File: src/rtl/tt_flush_pkg.sv
package tt_flush_pkg;
  typedef enum logic [1:0] {
    FL_IDLE  = 2'd0,
    FL_WAIT  = 2'd1,  // request accepted, waiting for busy to drop
    FL_DRAIN = 2'd2   // pulse sent, waiting for buffers empty
  } fl_state_e;
endpackage

File: src/rtl/tt_occ_reduce.sv
module tt_occ_reduce #(
  parameter int NUM_BUF = 2
) (
  input  logic [NUM_BUF-1:0] occ_i,
  output logic               any_o
);
  logic [NUM_BUF:0] chain;
  assign chain[0] = 1'b0;
  for (genvar g = 0; g < NUM_BUF; g++) begin : g_or
    assign chain[g+1] = chain[g] | occ_i[g];
  end
  assign any_o = chain[NUM_BUF];
endmodule

File: src/rtl/tt_reg_decode.sv
module tt_reg_decode #(
  parameter int          ADDR_W = 12,
  parameter int          DATA_W = 32,
  parameter logic [11:0] OFFSET = 12'h15C
) (
  input  logic [ADDR_W-1:0] addr_i,
  input  logic              we_i,
  input  logic [DATA_W-1:0] wdata_i,
  input  logic              status_i,
  input  logic              req_i,
  output logic              set_req_o,
  output logic [DATA_W-1:0] rdata_o
);
  localparam logic [ADDR_W-1:0] HIT_ADDR = ADDR_W'(OFFSET);
  logic hit;
  assign hit       = (addr_i == HIT_ADDR);
  assign set_req_o = hit & we_i & wdata_i[1];
  always_comb begin
    rdata_o = '0;
    if (hit) begin
      rdata_o[0] = status_i;
      rdata_o[1] = req_i;
    end
  end
endmodule

File: src/rtl/tt_flush_ctrl.sv
module tt_flush_ctrl
  import tt_flush_pkg::*;
(
  input  logic clk_i,
  input  logic rst_ni,
  input  logic set_req_i,
  input  logic busy_i,
  input  logic any_occ_i,
  output logic req_o,
  output logic flush_o
);
  fl_state_e state_q, state_d;

  always_comb begin
    state_d = state_q;
    unique case (state_q)
      FL_IDLE:  if (set_req_i) state_d = FL_WAIT;
      FL_WAIT:  if (!busy_i) state_d = FL_DRAIN;
      FL_DRAIN: if (!any_occ_i) state_d = FL_IDLE;
      default:  state_d = FL_IDLE;
    endcase
  end

  always_ff @(posedge clk_i or negedge rst_ni) begin
    if (!rst_ni) state_q <= FL_IDLE;
    else         state_q <= state_d;
  end

  assign req_o   = (state_q != FL_IDLE);
  assign flush_o = (state_q == FL_WAIT) & ~busy_i;
endmodule

File: src/rtl/tt_flush_reg.sv
module tt_flush_reg #(
  parameter int          ADDR_W  = 12,
  parameter int          DATA_W  = 32,
  parameter int          NUM_BUF = 2,
  parameter logic [11:0] OFFSET  = 12'h15C
) (
  input  logic               clk_i,
  input  logic               rst_ni,
  input  logic [ADDR_W-1:0]  addr_i,
  input  logic               we_i,
  input  logic [DATA_W-1:0]  wdata_i,
  output logic [DATA_W-1:0]  rdata_o,
  input  logic [NUM_BUF-1:0] buf_occ_i,
  input  logic               xact_busy_i,
  output logic               flush_o
);
  logic any_occ, set_req, req;

  tt_occ_reduce #(.NUM_BUF(NUM_BUF)) u_occ (
    .occ_i (buf_occ_i),
    .any_o (any_occ)
  );

  tt_reg_decode #(.ADDR_W(ADDR_W), .DATA_W(DATA_W), .OFFSET(OFFSET)) u_dec (
    .addr_i    (addr_i),
    .we_i      (we_i),
    .wdata_i   (wdata_i),
    .status_i  (any_occ),
    .req_i     (req),
    .set_req_o (set_req),
    .rdata_o   (rdata_o)
  );

  tt_flush_ctrl u_ctrl (
    .clk_i     (clk_i),
    .rst_ni    (rst_ni),
    .set_req_i (set_req),
    .busy_i    (xact_busy_i),
    .any_occ_i (any_occ),
    .req_o     (req),
    .flush_o   (flush_o)
  );
endmodule

File: config.mk
export PLATFORM = sky130hd
export DESIGN_NAME = tt_flush_reg
export DESIGN_NICKNAME = d
export VERILOG_FILES = /design/src/rtl/tt_flush_pkg.sv /design/src/rtl/tt_occ_reduce.sv /design/src/rtl/tt_reg_decode.sv /design/src/rtl/tt_flush_ctrl.sv /design/src/rtl/tt_flush_reg.sv
export SDC_FILE = /design/constraint.sdc
export NUM_CORES = 1
export LEC_CHECK = 0
export ABC_AREA = 0
export BUFFER_PORTS_ARGS = -buffer_cell sky130_fd_sc_hd__buf_2
export CAP_MARGIN = 30
export CORE_MARGIN = 4
export CORE_UTILIZATION = 20
export DETAILED_ROUTE_END_ITERATION = 10
export HOLD_SLACK_MARGIN = 0.1
export PLACE_DENSITY = 0.73
export SYNTH_ARGS = -nofsm -noshare
export SYNTH_HDL_FRONTEND = slang
export SYNTH_SLANG_ARGS = --single-unit
File: constraint.sdc
create_clock -name clk_i -period 0.8 [get_ports clk_i]
set_clock_uncertainty 0.15 [all_clocks]
set_input_delay 0.08 -clock clk_i [delete_from_list [all_inputs] [get_ports clk_i]]
set_output_delay 0.08 -clock clk_i [all_outputs]
set_load 0.05 [all_outputs]
==> flow_summary_export.csv, run 1 <==
group,metric,value,unit
yosys,synth.most_common_cell,"buf_4",
timing,drv_slew,0,
yosys,synth_area,377,um2
cts,clock_latency,0.22,ns
route,ant_nets,0,
timing,setup_viol,5,
setup_path,path_cells,"nor3b_4, buf_6",
final_layout,diodes,0,
global_route,grt_use_met3,4.37,%
outcome,status,"complete, but fails checks",
run,cap_violations,0,
global_route,met1_usage,5.26,%
yosys,syn_inst,47,
global_route,grt_max_degree,5,
route,wl,1.04,mm
global_route,grt_pass1_wl,1.42,mm
yosys,synth.top_cell.area_share,59.8,%
yosys,synth_warnings,0,
setup_path,cp_slowest_cell,"dfrtp_2",
timing,hold_slack,-0.0185,ns
route,drt_pass1_iterations,2,
final_layout,area_delta_synth_final,50.5,%
cts,htree_levels,1,
final_layout,stdcell_area,567,um2
die,rows,15,
die,dieHeight,51.4,um
yosys,ys_ff_latch,2,
die,die_w,51.4,um
yosys,synth_seq_area_share,13.3,%
die,initial_core_util,21.3,%
die,io_pins,83,
global_route,grt_pass1_vias,332,
cts,cts_sinks,2,
setup_path,cp-end-kind,"primary output",
final_layout,top_regs,"u_ctrl.state_q: 2 flops",
outcome,violations,"negative hold slack, negative setup slack",
placed_design,placed_cell_area,444,um2
die,coreArea,1760,um2
worst_hold_path,worstHoldPathType,"input pin to flip-flop",
global_route,grt.busiest_layer,"met2",
timing,finalHoldViolCount,1,
timing,max_freq,780,MHz
pwr,power.density,1250,nW/um2
timing,period_needed,1.28,ns
die,die_area,2640,um2
yosys,synth_ff_type,"dfrtp_1",
cts,clk_root_buffer_cell,"clkbuf_4",
pwr,leakage,0.000303,uW
yosys,async_flop_share,100,%
global_route,antenna_found_initial,0,
yosys,synth_cell_types,12,
yosys,synth_edf_count,0,
cts,clockBufferDepth,2,
route,routed_via_density,3.16,
placed_design,port_buffers,21,
route,wl_per_cell,10.3,um
pwr,ir_drop,0.618,mV
global_route,grtUsageMet2,14.8,%
setup_path,critPathMaxStageDelay,0.43,ns
setup_path,criticalPathCategory,"flip-flop to primary output",
final_layout,layout.nets,128,
final_layout,top_register,"u_ctrl.state_q",
yosys,synth_area_leaders,"buf_4 (60%), dfrtp_1 (13%), and4bb_2 (6.6%)",
final_layout,largest_reg_flops,2,
timing,setup_slack,-0.482,ns
yosys,syn_area_per_cell,8.01,um2
cts,cts_made_buffers,3,
setup_path,cp_max_fo,3,
setup_path,start_kind,"flip-flop",
route,vias,319,
setup_path,arrival,1.05,ns
yosys,yosys.area.top_type,"buf_4",
final_layout,drive_gt1_share,52.6,%
yosys,yosys-top-cells-count,"buf_4 (30), nor2_1 (4), and4bb_2 (2), dfrtp_1 (2), nand3_1 (2)",
timing,period_share,160,%
cts,tritoncts,"done",
placed_design,gp_congestion,0.582,
global_route,grt_remaining_overflow,0,
setup_path,required,0.57,ns
cts,cts_hold_buf,1,
timing,rsz0062_at_grt,"true",
global_route,grtUsageTotal,7.61,%
route,drt_iter0_markers,2,
route,post-route-drc-count,0,
cts,path_clk_slew,0.03,ns
[power breakdown]
part,internal (uW),switching [uW],total [uW],leakage [uW]
registers,102,0.0534,102,0.0000263
clock network,166,58.5,224,0.0000138
logic,47.2,337,384,0.000263
[kinds of logic after synthesis]
| kind of cell | Yosys count | share of synthesized area [%] |
|---|---|---|
| AOI/OAI and AO/OA | 3 | 4.65 |
| DFF | 2 | 13.3 |
| other | 1 | 0.996 |
| and+or+nand+nor | 11 | 21.3 |
| buffers and inverters | 30 | 59.8 |
[cell type report]
cell class                      count  area (um2)
Fill cell                         199        1200
Multi-Input combinational cell     44         280
Timing Repair Buffer               27         181
Sequential cell                     2        51.3
Tap cell                           25        31.3
Clock buffer                        3        22.5
[routing by layer]
layer / share of wire, % / wire length [um] / up-vias
met5: 0 / 0 / -
met4: 2.3 / 24 / 0
met3: 9.4 / 98 / 2
met2: 66 / 685 / 20
met1: 22 / 234 / 146
li1: - / - / 151
[final timing paths]
kind | startpoint | to | slack [ns] | depth (start not counted)
setup / recovery | u_ctrl.state_q[1] | flush_o | -0.48 | 2
hold / removal | we_i | u_ctrl.state_q[0] | -0.02 | 3
setup reg to reg | u_ctrl.state_q[0] | u_ctrl.state_q[1] | -0.33 | 3
hold reg to reg | u_ctrl.state_q[1] | u_ctrl.state_q[0] | 0.50 | 3
max in group asynchronous | rst_ni | u_ctrl.state_q[1] | 0.33 | 2
min in group asynchronous | rst_ni | u_ctrl.state_q[1] | 0.06 | 2
[per-stage QoR]
step | total power (uW) | utilization (%) | setup TNS, ns | worst slack (ns) | cells
2_1_floorplan | 537 | - | -1.50 | -0.514 | 76
3_3_place_gp | 469 | 25.2 | -1.72 | -0.445 | 93
3_5_place_dp | 472 | 25.2 | -1.77 | -0.448 | 93
4_1_cts | 715 | 30.3 | -1.86 | -0.493 | 100
5_1_grt | 754 | 32.1 | -2.03 | -0.534 | 101
6_report | 710 | 32.1 | -1.81 | -0.482 | 101
[placed cells by master, fill, tap and decap left out, drive strengths merged, types with 2 or more instances in the layout]
master and instances:
o21ai 2, buf 26, nand3 2, conb 30, nor2 4, and4bb 2
clkbuf 3, dfrtp 2
[worst max-delay path: cells and delay by family, from the launching register on]
family                 cells  cell delay (ns)
DFF                        1             0.43
buffers and inverters      1             0.19
and+or+nand+nor            1             0.21
[what timing repair did]
action                                  4_1_cts  5_1_grt
endpoints found under the setup margin        5        5
resized for setup                            10        4
hold endpoints to repair                      4        4
setup buffers                                 3        1
pin swaps                                     1        0
Note: power is estimated with default switching activity, not from simulation.
==> inputs of run 2 (changes only) <==
ABC_CLOCK_PERIOD_IN_PS = 800   (was default)
BUFFER_PORTS_ARGS = default   (was -buffer_cell sky130_fd_sc_hd__buf_2)
CORE_AREA = 4 4 41 43   (was default)
CORE_MARGIN = default   (was 4)
CORE_UTILIZATION = default   (was 20)
CTS_CLUSTER_SIZE = 30   (was default)
DIE_AREA = 0 0 45 47   (was default)
DONT_BUFFER_PORTS = 1   (was default)
PLACE_DENSITY = default   (was 0.73)
==> run 2 against run 1 <==
Net effect: critical endpoint unchanged; register-to-register slack improved by 0.04 ns; flip-flop and latch count unchanged; total power decreased by 9.0%; design area decreased by 25%; wire length decreased by 33%; final cell count decreased by 30%; first-iteration DRC count decreased by 100%; highest routed layer is now met3; worst setup slack improved by 0.019 ns; die area decreased by 20%; clock power decreased by 4%; largest power group unchanged; the run still ends with negative hold slack, negative setup slack left.
==> flow_summary_export.csv, run 2 (synthesis results as in run 1) <==
group,metric,value,unit
cts,cts_made_buffers,3,
setup_path,path_cells,"nor3b_4, buf_6",
outcome,status,"complete, but fails checks",
worst_hold_path,min_to,"u_ctrl.state_q[0]",
pwr,power_frac_seq,15.8,%
timing,rsz0062_at_grt,"true",
route,wl_per_cell,9.87,um
cts,path_clk_slew,0.03,ns
setup_path,cp_slowest_cell,"dfrtp_1",
global_route,antenna_found_initial,0,
global_route,grtUsageTotal,6.00,%
route,vias,237,
placed_design,dp_cells,65,
setup_path,cp_max_fo,3,
final_layout,fill_cells,148,
die,coreArea,1300,um2
pwr,p_comb_share,51.0,%
timing,drv_slew,0,
setup_path,start_kind,"flip-flop",
cts,cts_hold_buf,1,
route,drt_pass1_iterations,1,
route,ant_nets,0,
final_layout,top_register,"u_ctrl.state_q",
outcome,violations,"negative hold slack, negative setup slack",
route,drt_iter0_markers,0,
setup_path,criticalPathCategory,"flip-flop to primary output",
die,initial_core_util,28.9,%
global_route,grt_remaining_overflow,0,
die,die_w,45,um
timing,period_needed,1.26,ns
die,rows,13,
final_layout,layout.nets,108,
timing,period_share,158,%
timing,finalHoldViolCount,4,
pwr,p_clk_share,33.3,%
setup_path,critPathMaxStageDelay,0.41,ns
route,routed_via_density,3.34,
final_layout,largest_reg_flops,2,
die,dieHeight,47,um
cts,cts_sinks,2,
timing,max_freq,792,MHz
cts,tritoncts,"done",
timing,fin_tns_setup,-1.64,ns
route,wl_met2,377,um
setup_path,crit_buf_inv,1,
worst_hold_path,hp-start,"we_i",
die,die_area,2120,um2
final_layout,final_common_cell,"conb_1",
cts,htree_levels,1,
pwr,power,646,uW
final_layout,fin_util,32.9,%
final_layout,top_regs,"u_ctrl.state_q: 2 flops",
final_layout,area_delta_synth_final,13.6,%
global_route,grt_pass1_vias,221,
setup_path,reg2reg_slack,-0.29,ns
worst_hold_path,worstHoldPathType,"input pin to flip-flop",
setup_path,r2r.worst_path.cells,3,
route,post-route-drc-count,0,
final_layout,most-common-layout-cells,"conb_1 (30), clkbuf_4 (3), buf_4 (3)",
pwr,cellInternalPower,281,uW
setup_path,cp-end-kind,"primary output",
setup_path,required,0.57,ns
route,wl,701,um
pwr,p_sw_share,56.5,%
global_route,grt_max_degree,4,
die,io_pins,83,
placed_design,dp_hpwl,641,um
setup_path,cp_top_family,"flip-flops",
timing,hold_slack,-0.130,ns
final_layout,diodes,0,
pwr,power.density,1510,nW/um2
global_route,grt_pass1_wl,869,um
final_layout,instances_no_fill,71,
worst_hold_path,hold_depth,2,
timing,setup_viol,5,
setup_path,r2r-end,"u_ctrl.state_q[1]",
placed_design,port_buffers,0,
pwr,ir_drop,0.340,mV
run,cap_violations,0,
route,met1Wirelength,168,um
pwr,leakage,0.000214,uW
cts,clock_latency,0.22,ns
cts,clockBufferDepth,2,
timing,setup_slack,-0.462,ns
cts,clk_root_buffer_cell,"clkbuf_4",
setup_path,arrival,1.03,ns
setup_path,worstReg2RegStart,"u_ctrl.state_q[0]",
pwr,p_sw,365,uW
placed_design,gp_congestion,0.732,
final_layout,drive_gt1_share,30.4,%
route,met3_length,155,um
route,top_layer_used,"met3",
## run 2: layout make-up
type	instances	area, um2	area share (%)
multi-input cells	44	253	59.1
repair buffers	7	83.8	19.6
flip-flops and latches	2	50.0	11.7
clock buffers	3	22.5	5.26
well taps	15	18.8	4.39
## run 2: worst register-to-register path: cells and delay by family, from the launching register on
kind / cells / cell delay (ns)
flip-flops: 1 / 0.38
AO/OA/AOI/OAI: 1 / 0.14
buffers and inverters: 1 / 0.13
AND/OR/NAND/NOR: 1 / 0.16
## run 2: routing by layer
| metal | vias up | GRT usage, % |
|---|---|---|
| met5 | - | 0 |
| met3 | 0 | 2.30 |
| met1 | 100 | 4.77 |
| met4 | 0 | 7.02 |
| met2 | 25 | 10.5 |
| li1 | 112 | - |
## run 2: how the worst max path moves through the flow
| stage | start | end | cells after the start |
|---|---|---|---|
| after floorplan | u_ctrl.state_q[1] | u_ctrl.state_q[1] | 2 |
| after global placement | u_ctrl.state_q[1] | rdata_o[1] | 3 |
| after detailed placement | u_ctrl.state_q[0] | u_ctrl.state_q[0] | 3 |
| after CTS | u_ctrl.state_q[1] | flush_o | 2 |
| after global routing | u_ctrl.state_q[1] | flush_o | 2 |
| final | u_ctrl.state_q[1] | flush_o | 2 |
## run 2: power by group through the flow
stage | clock network [uW] | registers [uW] | logic [uW]
floorplan | 0 | 103 | 434
global route | 248 | 102 | 338
finish | 215 | 102 | 329
global placement | 0 | 103 | 319
CTS | 229 | 102 | 324
detailed placement | 0 | 103 | 319
## run 2: timing repair
| action | 4_1_cts | 5_1_grt |
|---|---|---|
| buffers inserted | 2 | 0 |
| setup endpoints to repair | 5 | 5 |
| endpoints found under the hold margin | 4 | 4 |
| gates resized for setup | 2 | 0 |
| gates cloned | 0 | 0 |
## run 2: metrics by stage
stage | cell area [um2] | setup WS (ns)
after floorplan | 526 | -0.514
after global placement | 374 | -0.261
after detailed placement | 374 | -0.317
after CTS | 428 | -0.463
after global routing | 428 | -0.495
final | 428 | -0.462
==> inputs of run 3 (changes only) <==
CTS_CLUSTER_SIZE = 25   (was 30)
PLACE_DENSITY_LB_ADDON = 0.08   (was default)
==> run 3 against run 2 <==
Net effect: the run still ends with negative hold slack, negative setup slack left; core utilization increased by 1.2 points; sequential power about the same; critical path type unchanged; design area increased by 3.8%; highest routed layer unchanged; sequential share of layout area increased by 0.14 points; worst hold slack got worse by 0.034 ns.
==> flow_summary_export.csv, run 3 (synthesis results as in run 1) <==
group,metric,value,unit
final_layout,top_register,"u_ctrl.state_q",
die,die_w,45,um
setup_path,reg2reg_slack,-0.33,ns
final_layout,layout.nets,108,
cts,htree_levels,1,
die,rows,13,
final_layout,most-common-layout-cells,"conb_1 (30), nor2_4 (3), clkbuf_4 (3), buf_4 (3)",
pwr,ir_drop,0.503,mV
outcome,violations,"negative hold slack, negative setup slack",
cts,clk_root_buffer_cell,"clkbuf_4",
timing,max_freq,782,MHz
setup_path,arrival,1.05,ns
pwr,leakage,0.000216,uW
cts,cts_made_buffers,3,
final_layout,diodes,0,
cts,cts_sinks,2,
cts,clock_latency,0.22,ns
global_route,grt_remaining_overflow,0,
die,dieHeight,47,um
global_route,antenna_found_initial,0,
cts,path_clk_slew,0.03,ns
timing,period_needed,1.28,ns
route,vias,242,
route,wl_per_cell,11.5,um
cts,tritoncts,"done",
placed_design,gp_congestion,0.693,
final_layout,fin_util,34.1,%
global_route,grt_max_degree,5,
final_layout,drive_gt1_share,37.5,%
outcome,status,"complete, but fails checks",
die,coreArea,1300,um2
timing,finalHoldViolCount,4,
timing,drv_slew,0,
route,routed_via_density,3.41,
final_layout,largest_reg_flops,2,
global_route,grt_pass1_vias,239,
setup_path,cp_max_fo,3,
final_layout,top_regs,"u_ctrl.state_q: 2 flops",
pwr,power,648,uW
timing,period_share,160,%
global_route,grtUsageTotal,7.03,%
die,die_area,2120,um2
die,io_pins,83,
cts,cts_hold_buf,1,
route,drt_pass1_iterations,2,
setup_path,required,0.57,ns
worst_hold_path,worstHoldPathType,"input pin to flip-flop",
route,wl,817,um
placed_design,dp_hpwl,729,um
pwr,power.density,1460,nW/um2
timing,hold_slack,-0.164,ns
global_route,grt_pass1_wl,1.06,mm
setup_path,cp-end-kind,"primary output",
run,cap_violations,0,
setup_path,criticalPathCategory,"flip-flop to primary output",
route,ant_nets,0,
timing,setup_viol,5,
final_layout,area_delta_synth_final,17.9,%
cts,clockBufferDepth,2,
final_layout,fill_cells,151,
route,drt_iter0_markers,2,
final_layout,final_common_cell,"conb_1",
setup_path,start_kind,"flip-flop",
route,post-route-drc-count,0,
timing,setup_slack,-0.478,ns
die,initial_core_util,28.9,%
timing,rsz0062_at_grt,"true",
placed_design,port_buffers,0,
-- run 3: final timing paths --
| check | endpoint | cells after the start | startpoint |
|---|---|---|---|
| worst max-delay path | flush_o | 2 | u_ctrl.state_q[1] |
| worst min-delay path | u_ctrl.state_q[0] | 2 | we_i |
| worst max register to register | u_ctrl.state_q[1] | 3 | u_ctrl.state_q[0] |
| worst min register to register | u_ctrl.state_q[1] | 1 | u_ctrl.state_q[0] |
| max in group asynchronous | u_ctrl.state_q[1] | 1 | rst_ni |
| min in group asynchronous | u_ctrl.state_q[0] | 1 | rst_ni |
-- run 3: repair_timing --
action	4_1_cts	5_1_grt
pin swaps	0	1
endpoints found under the setup margin	5	5
hold endpoints to repair	4	4
setup buffers	2	1
gates resized for setup	3	4
-- run 3: metal layers --
metal / GRT usage [%] / vias up / wire length (um)
met4: 3.51 / 0 / 0
met1: 5.23 / 107 / 165
met5: 0 / - / 0
met3: 2.68 / 0 / 140
met2: 15.0 / 23 / 512
li1: - / 112 / -
-- run 3: critical path, stage by stage (launching register included) --
cell and delay [ns]:
dfrtp_2 0.43, nor3b_4 0.21, buf_6 0.18
-- run 3: cell type report --
| cell class | instances | area, um2 | area share, % |
|---|---|---|---|
| well taps | 15 | 18.8 | 4.23 |
| flip-flops and latches | 2 | 52.6 | 11.8 |
| clock buffers | 3 | 22.5 | 5.07 |
| repair buffers | 7 | 83.8 | 18.9 |
| multi-input cells | 44 | 267 | 60.0 |
-- run 3: power breakdown --
group	switching (uW)	leakage (uW)	internal (uW)
clock	50.7	0.0000138	165
combinational	316	0.000178	14.5
sequential	0.0579	0.0000246	102
-- run 3: through the flow --
step           TNS (ns)  hold WS, ns  area, um2  std cells  worst slack (ns)
2_1_floorplan     -1.50       -0.366        526         76            -0.514
3_3_place_gp      -1.15       -0.366        367         64            -0.262
3_5_place_dp      -1.37       -0.366        367         64            -0.349
4_1_cts           -1.77       -0.140        422         70            -0.470
5_1_grt           -1.93       -0.158        444         71            -0.527
6_report          -1.71       -0.164        444         71            -0.478
